$ cat config.mk
export PLATFORM = sky130hd
export DESIGN_NAME = dma_irq_moderator
export DESIGN_NICKNAME = d
export VERILOG_FILES = /design/src/rtl/irqmod_pkg.sv /design/src/rtl/irqmod_cfg.sv /design/src/rtl/irqmod_timer.sv /design/src/rtl/irqmod_fsm.sv /design/src/rtl/dma_irq_moderator.sv
export SDC_FILE = /design/constraint.sdc
export NUM_CORES = 1
export LEC_CHECK = 0
export ABC_AREA = 1
export CORE_MARGIN = 8
export CORE_UTILIZATION = 50
export CTS_CLUSTER_DIAMETER = 200
export CTS_CLUSTER_SIZE = 14
export DETAILED_ROUTE_END_ITERATION = 8
export HOLD_SLACK_MARGIN = 0.05
export PLACE_DENSITY = 0.79
export SYNTH_ARGS = -nofsm -noshare
export SYNTH_HDL_FRONTEND = slang
export SYNTH_SLANG_ARGS = --single-unit
$ cat constraint.sdc
create_clock -name clk -period 1.9 [get_ports clk]
set_input_delay 0.38 -clock clk [delete_from_list [all_inputs] [get_ports clk]]
set_output_delay 0.38 -clock clk [all_outputs]
set_load 0.02 [all_outputs]
$ cat src/rtl/irqmod_pkg.sv
package irqmod_pkg;
    typedef enum logic [1:0] {
        ST_IDLE = 2'd0,
        ST_HOLD = 2'd1,
        ST_FIRE = 2'd2
    } mod_state_e;

    localparam int CTRL_EN_BIT  = 0;
    localparam int CTRL_CLR_BIT = 1;
    localparam int CTRL_EXT_BIT = 2;

    localparam int NUM_TIMERS = 2;
    localparam int TMR_BURST  = 0;
    localparam int TMR_IDLE   = 1;
endpackage

$ cat src/rtl/irqmod_cfg.sv
module irqmod_cfg
    import irqmod_pkg::*;
#(
    parameter int CNT_W  = 16,
    parameter int DATA_W = 32
) (
    input  logic                                 clk,
    input  logic                                 rst_n,
    input  logic                                 wr_en_i,
    input  logic [1:0]                           addr_i,
    input  logic [DATA_W-1:0]                    wdata_i,
    output logic [DATA_W-1:0]                    rdata_o,
    output logic [NUM_TIMERS-1:0]                en_o,
    output logic [NUM_TIMERS-1:0]                ext_o,
    output logic [NUM_TIMERS-1:0]                clr_o,
    output logic [NUM_TIMERS-1:0][CNT_W-1:0]     thr_o
);
    logic unused_wdata;
    assign unused_wdata = ^wdata_i[DATA_W-1:CNT_W];

    for (genvar g = 0; g < NUM_TIMERS; g++) begin : g_word
        logic sel_ctrl;
        logic sel_thr;
        assign sel_ctrl = wr_en_i && (addr_i[1] == 1'(g)) && !addr_i[0];
        assign sel_thr  = wr_en_i && (addr_i[1] == 1'(g)) &&  addr_i[0];
        assign clr_o[g] = sel_ctrl && wdata_i[CTRL_CLR_BIT];

        always_ff @(posedge clk) begin
            if (!rst_n) begin
                en_o[g]  <= 1'b0;
                ext_o[g] <= 1'b0;
                thr_o[g] <= '0;
            end else begin
                if (sel_ctrl) begin
                    if (wdata_i[CTRL_CLR_BIT]) begin
                        en_o[g]  <= 1'b0;
                        ext_o[g] <= 1'b0;
                    end else begin
                        en_o[g]  <= wdata_i[CTRL_EN_BIT];
                        ext_o[g] <= wdata_i[CTRL_EXT_BIT];
                    end
                end
                if (sel_thr) begin
                    thr_o[g] <= wdata_i[CNT_W-1:0];
                end
            end
        end
    end

    always_comb begin
        rdata_o = '0;
        if (addr_i[0]) begin
            rdata_o[CNT_W-1:0] = thr_o[addr_i[1]];
        end else begin
            rdata_o[CTRL_EN_BIT]  = en_o[addr_i[1]];
            rdata_o[CTRL_EXT_BIT] = ext_o[addr_i[1]];
        end
    end
endmodule

$ cat src/rtl/irqmod_timer.sv
module irqmod_timer #(
    parameter int CNT_W           = 16,
    parameter bit RESTART_ON_CMPL = 1'b0
) (
    input  logic             clk,
    input  logic             rst_n,
    input  logic             en_i,
    input  logic             ext_i,
    input  logic             usec_tick_i,
    input  logic [CNT_W-1:0] thr_i,
    input  logic             hold_i,
    input  logic             cmpl_i,
    input  logic             clr_i,
    output logic             fire_o,
    output logic [CNT_W-1:0] cnt_o
);
    logic advance;
    logic restart;

    assign advance = en_i && (ext_i ? usec_tick_i : 1'b1);
    assign restart = RESTART_ON_CMPL && cmpl_i;
    assign fire_o  = hold_i && advance && !restart && (cnt_o >= thr_i);

    always_ff @(posedge clk) begin
        if (!rst_n) begin
            cnt_o <= '0;
        end else if (!hold_i || clr_i || restart || fire_o) begin
            cnt_o <= '0;
        end else if (advance) begin
            cnt_o <= cnt_o + 1'b1;
        end
    end
endmodule

$ cat src/rtl/irqmod_fsm.sv
module irqmod_fsm
    import irqmod_pkg::*;
(
    input  logic clk,
    input  logic rst_n,
    input  logic cmpl_i,
    input  logic any_en_i,
    input  logic fire_i,
    input  logic level_hi_i,
    output logic hold_o,
    output logic done_o,
    output logic risk_o
);
    mod_state_e state_q;
    mod_state_e state_d;

    always_ff @(posedge clk) begin
        if (!rst_n) begin
            state_q <= ST_IDLE;
        end else begin
            state_q <= state_d;
        end
    end

    always_comb begin
        state_d = state_q;
        unique case (state_q)
            ST_IDLE: begin
                if (cmpl_i) begin
                    state_d = any_en_i ? ST_HOLD : ST_FIRE;
                end
            end
            ST_HOLD: begin
                if (!any_en_i || fire_i) begin
                    state_d = ST_FIRE;
                end
            end
            ST_FIRE: begin
                if (cmpl_i) begin
                    state_d = any_en_i ? ST_HOLD : ST_FIRE;
                end else begin
                    state_d = ST_IDLE;
                end
            end
            default: state_d = ST_IDLE;
        endcase
    end

    always_comb begin
        hold_o = (state_q == ST_HOLD);
        done_o = (state_q == ST_FIRE);
        risk_o = (state_q == ST_HOLD) && level_hi_i;
    end
endmodule

$ cat src/rtl/dma_irq_moderator.sv
module dma_irq_moderator
    import irqmod_pkg::*;
#(
    parameter int CNT_W  = 16,
    parameter int DATA_W = 32
) (
    input  logic              clk,
    input  logic              rst_n,
    input  logic              cmpl_i,
    input  logic              usec_tick_i,
    input  logic              fill_high_i,
    input  logic              reg_wr_i,
    input  logic [1:0]        reg_addr_i,
    input  logic [DATA_W-1:0] reg_wdata_i,
    output logic [DATA_W-1:0] reg_rdata_o,
    output logic              done_o,
    output logic              risk_o
);
    logic [NUM_TIMERS-1:0]            tm_en;
    logic [NUM_TIMERS-1:0]            tm_ext;
    logic [NUM_TIMERS-1:0]            tm_clr;
    logic [NUM_TIMERS-1:0]            tm_fire;
    logic [NUM_TIMERS-1:0][CNT_W-1:0] tm_thr;
    logic [NUM_TIMERS-1:0][CNT_W-1:0] tm_cnt;
    logic                             holding;

    irqmod_cfg #(.CNT_W(CNT_W), .DATA_W(DATA_W)) cfg_i (
        .clk     (clk),
        .rst_n   (rst_n),
        .wr_en_i (reg_wr_i),
        .addr_i  (reg_addr_i),
        .wdata_i (reg_wdata_i),
        .rdata_o (reg_rdata_o),
        .en_o    (tm_en),
        .ext_o   (tm_ext),
        .clr_o   (tm_clr),
        .thr_o   (tm_thr)
    );

    for (genvar g = 0; g < NUM_TIMERS; g++) begin : g_tmr
        irqmod_timer #(
            .CNT_W           (CNT_W),
            .RESTART_ON_CMPL (g == TMR_IDLE)
        ) tmr_i (
            .clk         (clk),
            .rst_n       (rst_n),
            .en_i        (tm_en[g]),
            .ext_i       (tm_ext[g]),
            .usec_tick_i (usec_tick_i),
            .thr_i       (tm_thr[g]),
            .hold_i      (holding),
            .cmpl_i      (cmpl_i),
            .clr_i       (tm_clr[g]),
            .fire_o      (tm_fire[g]),
            .cnt_o       (tm_cnt[g])
        );
    end

    irqmod_fsm fsm_i (
        .clk        (clk),
        .rst_n      (rst_n),
        .cmpl_i     (cmpl_i),
        .any_en_i   (|tm_en),
        .fire_i     (|tm_fire),
        .level_hi_i (fill_high_i),
        .hold_o     (holding),
        .done_o     (done_o),
        .risk_o     (risk_o)
    );
endmodule

; Yosys cells after proc, flatten, opt, wreduce, memory -nomap -nowiden
; Cells that the tools add are included.
[op_classes]
bitwise_logic = 2
addsub = 2
n_div = 0
n_lt_le_gt_ge = 3
n_reduce_logical = 32
mul = 0
eq_ne = 4
n_mux = 19
shift = 0
[ops]
columns = cell, n
row1 = $add A16 B1 Y16 const B, 2
row2 = $ge A16 B16 Y1, 2
row3 = $mux W16, 2
row4 = $logic_and A1 B1 Y1, 16
row5 = $mux W13, 1
row6 = $mux W1, 11
row7 = $mux W2, 4
row8 = $reduce_or A2 Y1, 4
row9 = $logic_or A1 B1 Y1, 6
row10 = $pmux W2 S3, 1
row11 = $logic_not A1 Y1, 4
row12 = $eq A2 B1 Y1 const B, 1
row13 = $eq A2 B2 Y1 const B, 1
row14 = $logic_not A2 Y1, 1
row15 = $lt A1 B2 Y1 const B, 1
row16 = $ne A2 B1 Y1 const B, 1
row17 = $ne A2 B2 Y1 const B, 1
row18 = $not A1 Y1, 2
row19 = $reduce_and A2 Y1, 1
[totals]
n_memories = 0
inputBits = 40
out_inout_bits = 34
regBits = 70
romBits = 0
wordCells = 71
ramBits = 0
latch_bits = 0

; Longest topological paths before layout
; Gate-level depths: netlist of run 1.
[logic_depth]
word_depth = 9
ltp_mapped = 15
mapped_depth_nobuf = 15

; Modules after synthesis
; A second synthesis of run 1 with hierarchy kept.
[hier_totals]
cells_unflattened = 696
area_unflattened_um2 = 4513.1
[modules_own_cells]
columns = module, instances, cells_each, area_per_inst_um2, seq_area_each_um2
row1 = irqmod_cfg, 1, 300, 1839.3, 720.7
row2 = irqmod_timer at g_tmr[1].tmr_i, 1, 189, 1287.5, 320.3
row3 = irqmod_timer at g_tmr[0].tmr_i, 1, 180, 1239.9, 320.3
row4 = irqmod_fsm, 1, 21, 123.9, 40.0
row5 = dma_irq_moderator, 1, 6, 22.5, 0.0

; Worst setup path before layout of run 1
; Ideal clock, no wire load.
[synth_timing]
path_type = input to output
start = input reg_addr_i[0]
end = output reg_rdata_o[10]
path_stages = 4
required_time_ps = 1520
slack_ps = 226
n_path_buf = 2
arrival_ps = 1294
path_cell_list = clkbuf_1 > clkbuf_1 > o21ai_0 > a21oi_1
[synth_via]
elab_chain_len = 1
[synth_lines]
columns = element, line
row1 = start: declaration, dma_irq_moderator.sv:13  ; input logic [1:0] reg_addr_i,
row2 = $mux W13, irqmod_cfg.sv:52  ; if (addr_i[0]) begin
row3 = end: declaration, dma_irq_moderator.sv:15  ; output logic [DATA_W-1:0] reg_rdata_o,
; Every way passes these cells.

; Worst setup path after layout of run 1
[layout_timing]
start = input reg_addr_i[1]
end = output reg_rdata_o[9]
[layout_via]
elab_chain_len = 3
[layout_lines]
columns = element, line
row1 = $mux W16 (implied by the code) (2 in series), irqmod_cfg.sv:53  ; rdata_o[CNT_W-1:0] = thr_o[addr_i[1]];
row2 = $mux W13, irqmod_cfg.sv:52
; Every way passes these cells. The select of a mux whose other input is x is not followed.

==> results of run 1 <==
==> critical path: stages <==
cell,delay [ns]
dlygate4sd2_1,0.35
buf_4,0.23
o21ai_0,0.10
a21oi_1,0.17
buf_2,0.21
==> power groups by stage <==
stage | Combinational (mW) | Sequential (mW) | Clock, mW
3_3_place_gp | 0.468 | 1.56 | 0
5_1_grt | 0.548 | 1.53 | 1.26
2_1_floorplan | 0.309 | 1.56 | 0
6_report | 0.493 | 1.53 | 1.19
3_5_place_dp | 0.486 | 1.56 | 0
4_1_cts | 0.476 | 1.53 | 1.20
==> path summary, 6_finish.rpt <==
| check | start | endpoint | depth (start not counted) |
|---|---|---|---|
| setup / recovery | reg_addr_i[1] | reg_rdata_o[9] | 5 |
| hold / removal | cfg_i.thr_o[1] | cfg_i.thr_o[1] | 2 |
| setup reg to reg | cfg_i.thr_o[15] | g_tmr[0].tmr_i.cnt_o[5] | 10 |
| hold reg to reg | cfg_i.thr_o[1] | cfg_i.thr_o[1] | 2 |
==> registers in the layout, indices dropped and copies added, names as in the netlist <==
register / cells
cfg_i.en_o: 2
cfg_i.ext_o: 2
cfg_i.thr_o: 32
fsm_i.state_q: 2
g_tmr.tmr_i.cnt_o: 32
==> logic make-up (layout without fill, tap and decap cells) <==
family,Yosys count,in the layout
flip-flops,70,70
AO/OA/AOI/OAI,141,141
other,1,16
XOR/XNOR,21,21
buffers and inverters,118,178
AND/OR/NAND/NOR,184,184
adder cells (fa/ha/maj),34,34
==> per-layer routing <==
layer / routed length (um) / vias to the layer above / part of all wire (%) / GRT usage, %
met5: 0 / - / 0 / 0
met4: 459 / 0 / 4.3 / 11.1
met3: 425 / 39 / 3.9 / 2.72
met2: 5750 / 110 / 53 / 34.0
met1: 4140 / 1795 / 38 / 19.3
li1: - / 1961 / - / -
==> cell usage in the layout, fill, tap and decap left out, types with 3 or more instances in the layout <==
cell type,n
o21ai_0,58
a21oi_1,76
nand2_2,4
dfxtp_1,65
clkdlybuf4s50_1,22
conb_1,16
nand3_2,3
nand2_1,81
dfxtp_2,5
inv_1,82
nand3_1,14
buf_4,35
ha_1,29
nor2_1,53
xnor2_1,6
nand4_1,7
nor3_1,9
nor2_2,4
clkbuf_8,11
ha_4,5
xor2_1,15
buf_12,5
buf_2,12
==> layout make-up <==
cell class	count	area share (%)
Multi-Input combinational cell	396	45.6
Sequential cell	70	27.7
Timing Repair Buffer	80	14.2
Inverter	84	6.20
Clock buffer	13	3.13
Tap cell	105	2.58
Clock inverter	1	0.591
==> what timing repair did <==
action                     4_1_cts  5_1_grt
pin swaps                        0        2
gates resized for setup         67       19
gates cloned                     1        1
setup endpoints to repair       17       40
==> stage by stage <==
stage / instance area, um^2 / total power, mW / instances
4_1_cts: 4980 / 3.21 / 748
6_report: 5080 / 3.22 / 749
3_3_place_gp: 4840 / 2.03 / 733
2_1_floorplan: 4150 / 1.87 / 584
5_1_grt: 5080 / 3.34 / 749
3_5_place_dp: 4840 / 2.05 / 733
==> key figures, run 1 <==
Status
  – Status: complete, no violations

Route
  – Via Count: 3905
  – ANT nets after route: 0
  – Routed wire per std cell: 14.4 um
  – Final WL: 10800 um
  – DRC viols: 0
  – DRT iter0 DRCs: 219
  – Avg Vias per Cell: 5.21
  – DR pass1 iterations: 4

Finish
  – Post-layout util: 63.1%
  – Seq. cell area: 1410 um^2
  – # fillers: 701
  – Multi-input gate area: 2320 um^2
  – Layout area overhead: 24.3%
  – Layout cells sized above 1: 15.7%
  – Nets: 715
  – N_diodes: 0

Clocking
  – Reg clk slew, reported paths: 0.07 ns
  – Clk_lat worst skew: 0.34 ns
  – H-Tree Depth: 3
  – # hold bufs at CTS: 0
  – Root Buffer: clkbuf_8
  – Total CTS buffers: 9
  – Clock tree buffer depth: 2
  – TritonCTS clock tree: yes
  – Clock sink count: 70
  – Postcts setup bufs: 0

Floorplanning
  – Starting density of the core: 50.8%
  – Core Region: 8050 um^2
  – Die ar.: 11300 um^2
  – Die X: 106 um
  – Placement row count: 33
  – Num ports: 74
  – Chip height: 106 um

Yosys
  – Post-synthesis xor/xnor area fraction: 4.50%
  – Syn Inst Count: 569
  – Post-Synth Simple-Gate Area: 20.6%
  – Async S/R FF share, synth: 0%
  – Mux share of post-synthesis cell area: 0%
  – Ys Warns: 0
  – Synth cell count leaders: nand2_1 (83), inv_1 (82), a21oi_1 (78)
  – Post-Syn Area: 4090 um^2
  – Seq cells post-synth: 70
  – Synth Area in Compound Gates: 17.7%
  – Sequential element share of the synthesized area: 34.3%
  – Post-synth EDFFs: 0
  – Top FF cell, synth: dfxtp_1
  – Most common cell in the netlist: nand2_1
  – Post-Synth Adder-Cell Area: 10.4%
  – Avg Cell Area, Syn: 7.19 um^2
  – Largest family of logic cells by synthesized area: simple AND/OR/NAND/NOR gates
  – Top cells by area, synth: dfxtp_1 (34%), ha_1 (10%), a21oi_1 (9.5%)
  – Area leader, netlist: dfxtp_1
  – Synth top area share: 34.3%
  – Post-synth cell types: 32

Critical path
  – Setup slack, reg-to-reg: 0.09 ns
  – Kind of critical path: in -> out
  – Critical Path RT: 1.52 ns
  – Crit path capture type: output port
  – Worst-path fanout max: 8
  – Worst path arrival time: 1.44 ns
  – Worst setup SP type: input port

Timing
  – Setup TNS: 0 ns
  – Final hold vios: 0
  – WHS: 0.488 ns
  – Period Utilization, post-route: 95.9%
  – Final setup fails: 0
  – Fmax: 549 MHz
  – Slew Viols, Final: 0
  – Crit path time final: 1.82 ns
  – Final WS setup: 0.0774 ns
  – Final Skew: 0.00693 ns

Power
  – Reg power frac: 47.6%
  – Leak: 2.19 nW
  – Sw Ratio: 26.3%
  – Clock power frac: 37.0%
  – VDD IR-drop max: 0.396 mV
  – Int Power: 2.37 mW
  – Pwr per Cell Area: 633 nW/um^2
  – NetSw: 0.846 mW
  – Logic gate share of total power: 15.3%

Place
  – Final GP Congestion: 0.922
  – Post-Place Worst Slack: -0.524 ns
  – Hpwl dp: 7990 um
  – Port buffer count: 41

GRT
  – Total GRT Usage: 18.4%
  – Initial antenna violation count: 0
  – First-pass GRT wire length: 17100 um
  – Grt ovf: 0
  – Vias in the first global route: 3948
  – Largest net degree at the start of global routing: 38

Worst hold path
  – Hold crit path type: reg -> reg

Flow run
  – Maxcap violations: 0
Power figures use the tool's default switching activity.
==> run 2: changes to the inputs <==
--- a/config.mk
+++ b/config.mk
@@ -7,12 +7,12 @@
 export LEC_CHECK = 0
 export ABC_AREA = 1
 export CORE_MARGIN = 8
-export CORE_UTILIZATION = 50
+export CORE_UTILIZATION = 40
 export CTS_CLUSTER_DIAMETER = 200
 export CTS_CLUSTER_SIZE = 14
 export DETAILED_ROUTE_END_ITERATION = 8
 export HOLD_SLACK_MARGIN = 0.05
-export PLACE_DENSITY = 0.79
+export PLACE_DENSITY = 0.66
 export SYNTH_ARGS = -nofsm -noshare
 export SYNTH_HDL_FRONTEND = slang
 export SYNTH_SLANG_ARGS = --single-unit
==> run 2 against run 1 <==
Via count decreased by 3.5%. Largest power group unchanged. Sequential power hardly changed. Die area up 21%. Critical path type unchanged. Clock-buffer cell count is the same. Maximum frequency increased by 0.45%. Largest cell class unchanged. First-iteration DRC count decreased by 28%.
==> key figures, run 2 (synthesized netlist as in run 1, its figures left out) <==
Place
  – Post-Place Worst Slack: -0.576 ns (was -0.524 ns)
  – Hpwl dp: 8020 um (was 7990 um)
  – Placed instance area: 4860 um^2 (was 4840 um^2)
  – Final GP Congestion: 0.877 (was 0.922)
  – Cell Count Post-Placement: 762 (was 733)
  – Port buffer count: 41 (unchanged)

Timing
  – Final hold vios: 0 (unchanged)
  – Fmax: 551 MHz (was 549 MHz)
  – Crit path time final: 1.81 ns (was 1.82 ns)
  – Final WS setup: 0.0855 ns (was 0.0774 ns)
  – Final setup fails: 0 (unchanged)
  – Final Skew: 0.0106 ns (was 0.00693 ns)
  – Period Utilization, post-route: 95.5% (was 95.9%)
  – Slew Viols, Final: 0 (unchanged)

Clocking
  – Root Buffer: clkbuf_8 (unchanged)
  – H-Tree Depth: 3 (unchanged)
  – Clock tree buffer depth: 2 (unchanged)
  – Reg clk slew, reported paths: 0.07 ns (about the same)
  – Clock sink count: 70 (unchanged)
  – Clk_lat worst skew: 0.35 ns (was 0.34 ns)
  – TritonCTS clock tree: yes (unchanged)
  – Total CTS buffers: 9 (unchanged)

Route
  – Wire length on met3: 423 um (was 425 um)
  – Routed wire per std cell: 13.4 um (was 14.4 um)
  – DRT iter0 DRCs: 157 (was 219)
  – DRC viols: 0 (unchanged)
  – Avg Vias per Cell: 4.83 (was 5.21)
  – Final WL: 10500 um (was 10800 um)
  – ANT nets after route: 0 (unchanged)
  – Top Layer Used: met4 (unchanged)
  – DR pass1 iterations: 7 (was 4)
  – Via Count: 3767 (was 3905)
  – Metal2 WL: 5490 um (was 5750 um)
  – Post-Route M1 WL: 4280 um (was 4140 um)

Floorplanning
  – Chip height: 117 um (was 106 um)
  – Num ports: 74 (unchanged)
  – Placement row count: 37 (was 33)
  – Die X: 117 um (was 106 um)
  – Starting density of the core: 40.3% (was 50.8%)
  – Core Region: 10100 um^2 (was 8050 um^2)
  – Die ar.: 13700 um^2 (was 11300 um^2)

Finish
  – N_diodes: 0 (unchanged)
  – Most frequent cells in the layout: inv_1 (82), nand2_1 (82), a21oi_1 (75) (was inv_1 (82), nand2_1 (81), a21oi_1 (76))
  – Largest regs: cfg_i.thr_o (32), g_tmr.tmr_i.cnt_o (32) (unchanged)
  – Nets: 713 (was 715)
  – Post-layout util: 51.0% (was 63.1%)
  – Fin cells: 780 (was 749)
  – Fin area: 5170 um^2 (was 5080 um^2)
  – Layout area overhead: 26.5% (was 24.3%)
  – Layout cells sized above 1: 16.5% (was 15.7%)

GRT
  – Largest net degree at the start of global routing: 38 (unchanged)
  – Vias in the first global route: 3566 (was 3948)
  – First-pass GRT wire length: 16500 um (was 17100 um)
  – Grt ovf: 0 (unchanged)
  – Initial antenna violation count: 0 (unchanged)
  – Total GRT Usage: 15.4% (was 18.4%)

Critical path
  – Worst path arrival time: 1.43 ns (was 1.44 ns)
  – Kind of critical path: in -> out (unchanged)
  – Crit path capture type: output port (unchanged)
  – Setup slack, reg-to-reg: 0.12 ns (was 0.09 ns)
  – Worst-path fanout max: 5 (was 8)
  – Worst setup SP type: input port (unchanged)
  – Critical Path RT: 1.52 ns (about the same)

Status
  – Status: complete, no violations (unchanged)

Flow run
  – Maxcap violations: 0 (unchanged)

Power
  – Leak: 2.21 nW (was 2.19 nW)
  – VDD IR-drop max: 0.427 mV (was 0.396 mV)
  – Pwr per Cell Area: 662 nW/um^2 (was 633 nW/um^2)

Worst hold path
  – Hold crit path type: reg -> reg (unchanged)
run 2: routing by layer:
layer,track usage [%],vias up
met3,4.31,18
met5,0,-
met4,5.97,0
met1,16.6,1716
li1,-,1950
met2,28.0,83
run 2: critical path, stage by stage:
cell	delay (ns)
clkdlybuf4s15_1	0.29
inv_1	0.10
buf_4	0.16
o21ai_0	0.20
o22ai_1	0.12
buf_4	0.18
run 2: through the flow:
stage               TNS (ns)  hold WS [ns]  power, mW
CTS                        0         0.485       3.44
global placement      -11.93         0.478       2.04
floorplan                  0         0.441       1.87
detailed placement    -13.73         0.474       2.05
finish                     0         0.482       3.42
global route         -0.0179         0.505       3.57
run 2: worst paths after layout:
| path | startpoint | to | depth (start not counted) |
|---|---|---|---|
| worst min-delay path | cfg_i.thr_o[15] | cfg_i.thr_o[15] | 2 |
| worst max-delay path | reg_addr_i[1] | reg_rdata_o[2] | 6 |
| worst min register to register | cfg_i.thr_o[15] | cfg_i.thr_o[15] | 2 |
| worst max register to register | cfg_i.thr_o[9] | g_tmr[0].tmr_i.cnt_o[7] | 10 |
run 2: cell type report:
cell class	count	area, um^2
sequential	70	1410
tap	136	170
timing repair buffer	78	717
multi-input combinational	396	2320
inverter	84	315
clock inverter	3	65.1
clock buffer	13	169
fill	976	4970
run 2: repair_timing:
| item | in CTS | in global routing |
|---|---|---|
| endpoints found under the setup margin | 17 | 32 |
| pin swaps | 0 | 5 |
| hold buffers | 0 | 0 |
| gates cloned | 0 | 1 |
| resized for setup | 63 | 24 |
| buffers inserted | 0 | 1 |
run 2: power breakdown:
group          switching [mW]  internal (mW)  total [mW]
Sequential             0.0231           1.51        1.53
Clock                   0.557          0.846        1.40
Combinational           0.293          0.193       0.486
Total                   0.872           2.55        3.42
==> run 3: changes to the inputs <==
==> constraint.sdc (replaced) <==
create_clock -name clk -period 2.1 [get_ports clk]
set_input_delay 0.42 -clock clk [delete_from_list [all_inputs] [get_ports clk]]
set_output_delay 0.42 -clock clk [all_outputs]
set_load 0.02 [all_outputs]
==> run 3 against run 2 <==
Routed wire length decreased by 9.0%. Power decreased by 21%. Sequential cell count unchanged. Global-route usage decreased by 1.3 points. Clock-buffer cell count decreased by 3. Cell area decreased by 7.1%. Die area unchanged. Worst hold slack improved by 0.00090 ns. Sequential power decreased by 9.8%. Largest cell class unchanged.
==> key figures, run 3 (synthesized netlist as in run 1, its figures left out) <==
Timing
  – Crit path time final: 2.08 ns
  – Fmax: 480 MHz
  – Period Utilization, post-route: 99.2%
  – Slew Viols, Final: 0 (unchanged)
  – Final hold vios: 0 (unchanged)
  – Final Skew: 0.0102 ns (was 0.0106 ns)
  – Final WS setup: 0.0166 ns (was 0.0855 ns)
  – Final setup fails: 0 (unchanged)
  – RSZ-0062 raised after global routing: false

Critical path
  – R2r worst-path depth: 9 (was 10)
  – Reg-to-Reg Start: cfg_i.thr_o[31] (was cfg_i.thr_o[9])
  – Worst setup SP type: input port (unchanged)
  – Critical Path RT: 1.68 ns (was 1.52 ns)
  – Origin of the worst setup path: reg_addr_i[1] (unchanged)
  – Crit path capture type: output port (unchanged)
  – Worst-path fanout max: 26 (was 5)
  – Worst path arrival time: 1.66 ns (was 1.43 ns)
  – Kind of critical path: in -> out (unchanged)

Route
  – DRC viols: 0 (unchanged)
  – Final WL: 9520 um (was 10500 um)
  – ANT nets after route: 0 (unchanged)
  – Routed wire per std cell: 12.5 um (was 13.4 um)
  – DR pass1 iterations: 4 (was 7)
  – Via Count: 3651 (was 3767)
  – Avg Vias per Cell: 4.81 (was 4.83)
  – DRT iter0 DRCs: 186 (was 157)

Floorplanning
  – Die X: 117 um (unchanged)
  – Die ar.: 13700 um^2 (unchanged)
  – Num ports: 74 (unchanged)
  – Starting density of the core: 40.3% (unchanged)
  – Placement row count: 37 (unchanged)
  – Chip height: 117 um (unchanged)
  – Core Region: 10100 um^2 (unchanged)

Power
  – Power, Total: 2.71 mW (was 3.42 mW)
  – Leak: 2.04 nW (was 2.21 nW)
  – Pwr per Cell Area: 563 nW/um^2 (was 662 nW/um^2)
  – VDD IR-drop max: 0.256 mV (was 0.427 mV)

Clocking
  – Clk_lat worst skew: 0.34 ns (was 0.35 ns)
  – Root Buffer: clkbuf_8 (unchanged)
  – TritonCTS clock tree: yes (unchanged)
  – Clock tree buffer depth: 2 (unchanged)
  – Clock sink count: 70 (unchanged)
  – Total CTS buffers: 9 (unchanged)
  – H-Tree Depth: 3 (unchanged)
  – Reg clk slew, reported paths: 0.06 ns (was 0.07 ns)
  – # hold bufs at CTS: 0 (unchanged)

GRT
  – GRT met2 Usage: 25.4% (was 28.0%)
  – Grt ovf: 0 (unchanged)
  – Busiest layer in global routing: met2 (unchanged)
  – Vias in the first global route: 3453 (was 3566)
  – M3 GR Usage: 2.26% (was 4.31%)
  – Initial antenna violation count: 0 (unchanged)
  – Largest net degree at the start of global routing: 38 (unchanged)
  – Total GRT Usage: 14.1% (was 15.4%)
  – First-pass GRT wire length: 15400 um (was 16500 um)
  – Grt met1 use: 16.0% (was 16.6%)

Status
  – Status: complete, no violations (unchanged)

Finish
  – # fillers: 1025 (was 976)
  – Layout cells sized above 1: 10.9% (was 16.5%)
  – Largest regs: cfg_i.thr_o (32), g_tmr.tmr_i.cnt_o (32) (unchanged)
  – N_diodes: 0 (unchanged)
  – Most frequent cells in the layout: inv_1 (82), nand2_1 (82), a21oi_1 (78) (was inv_1 (82), nand2_1 (82), a21oi_1 (75))
  – Nets: 693 (was 713)
  – Fin cells: 759 (was 780)
  – Layout area overhead: 17.4% (was 26.5%)

Place
  – Port buffer count: 41 (unchanged)
  – Final GP Congestion: 0.896 (was 0.877)
  – Cell Count Post-Placement: 743 (was 762)
  – Post-Place Worst Slack: -0.393 ns (was -0.576 ns)
  – Hpwl dp: 7520 um (was 8020 um)

Flow run
  – Maxcap violations: 0 (unchanged)

Worst hold path
  – Min-delay src: cfg_i.thr_o[3] (was cfg_i.thr_o[15])
  – Hold crit path type: reg -> reg (unchanged)
  – Hold depth: 2 (unchanged)
run 3: repair_timing:
item / 4_1_cts / 5_1_grt
gates resized for setup: 54 / 9
setup endpoints to repair: 16 / 23
setup buffers: 0 / 0
gates cloned: 0 / 1
run 3: final cells by class:
type	instances	area (um^2)	area share [%]
Tap cell	136	170	3.54
Clock inverter	5	27.5	0.573
Inverter	84	315	6.57
Clock buffer	10	128	2.66
Timing Repair Buffer	57	503	10.5
Sequential cell	70	1400	29.2
Multi-Input combinational cell	397	2260	47.0
run 3: critical path, cell delays in order:
cell and delay [ns]:
clkdlybuf4s50_1 0.47, buf_12 0.18, buf_4 0.16, a21oi_1 0.14, clkdlybuf4s15_2 0.28
run 3: stage by stage:
stage          TNS (ns)  utilization [%]  hold slack [ns]  area (um^2)
6_report              0             47.4            0.483         4800
5_1_grt               0             47.4            0.509         4800
4_1_cts               0             47.5            0.483         4810
3_5_place_dp      -5.54             46.3            0.473         4690
3_3_place_gp      -5.23             46.3            0.461         4690
2_1_floorplan         0                -            0.441         4150
run 3: routing by layer:
| layer | up-vias | share of wire (%) |
|---|---|---|
| li1 | 1912 | - |
| met1 | 1678 | 44 |
| met2 | 47 | 51 |
| met3 | 14 | 2.6 |
| met4 | 0 | 2.1 |
| met5 | - | 0 |
run 3: power breakdown:
group	switching, mW	internal [mW]
clock network	0.499	0.414
registers	0.0191	1.36
logic	0.252	0.157
run 3: final timing paths:
path                                                 to  slack, ns
worst max register to register  g_tmr[1].tmr_i.cnt_o[1]       0.18
worst min register to register           cfg_i.thr_o[3]       0.48
worst min-delay path                     cfg_i.thr_o[3]       0.48
worst max-delay path                    reg_rdata_o[11]       0.02
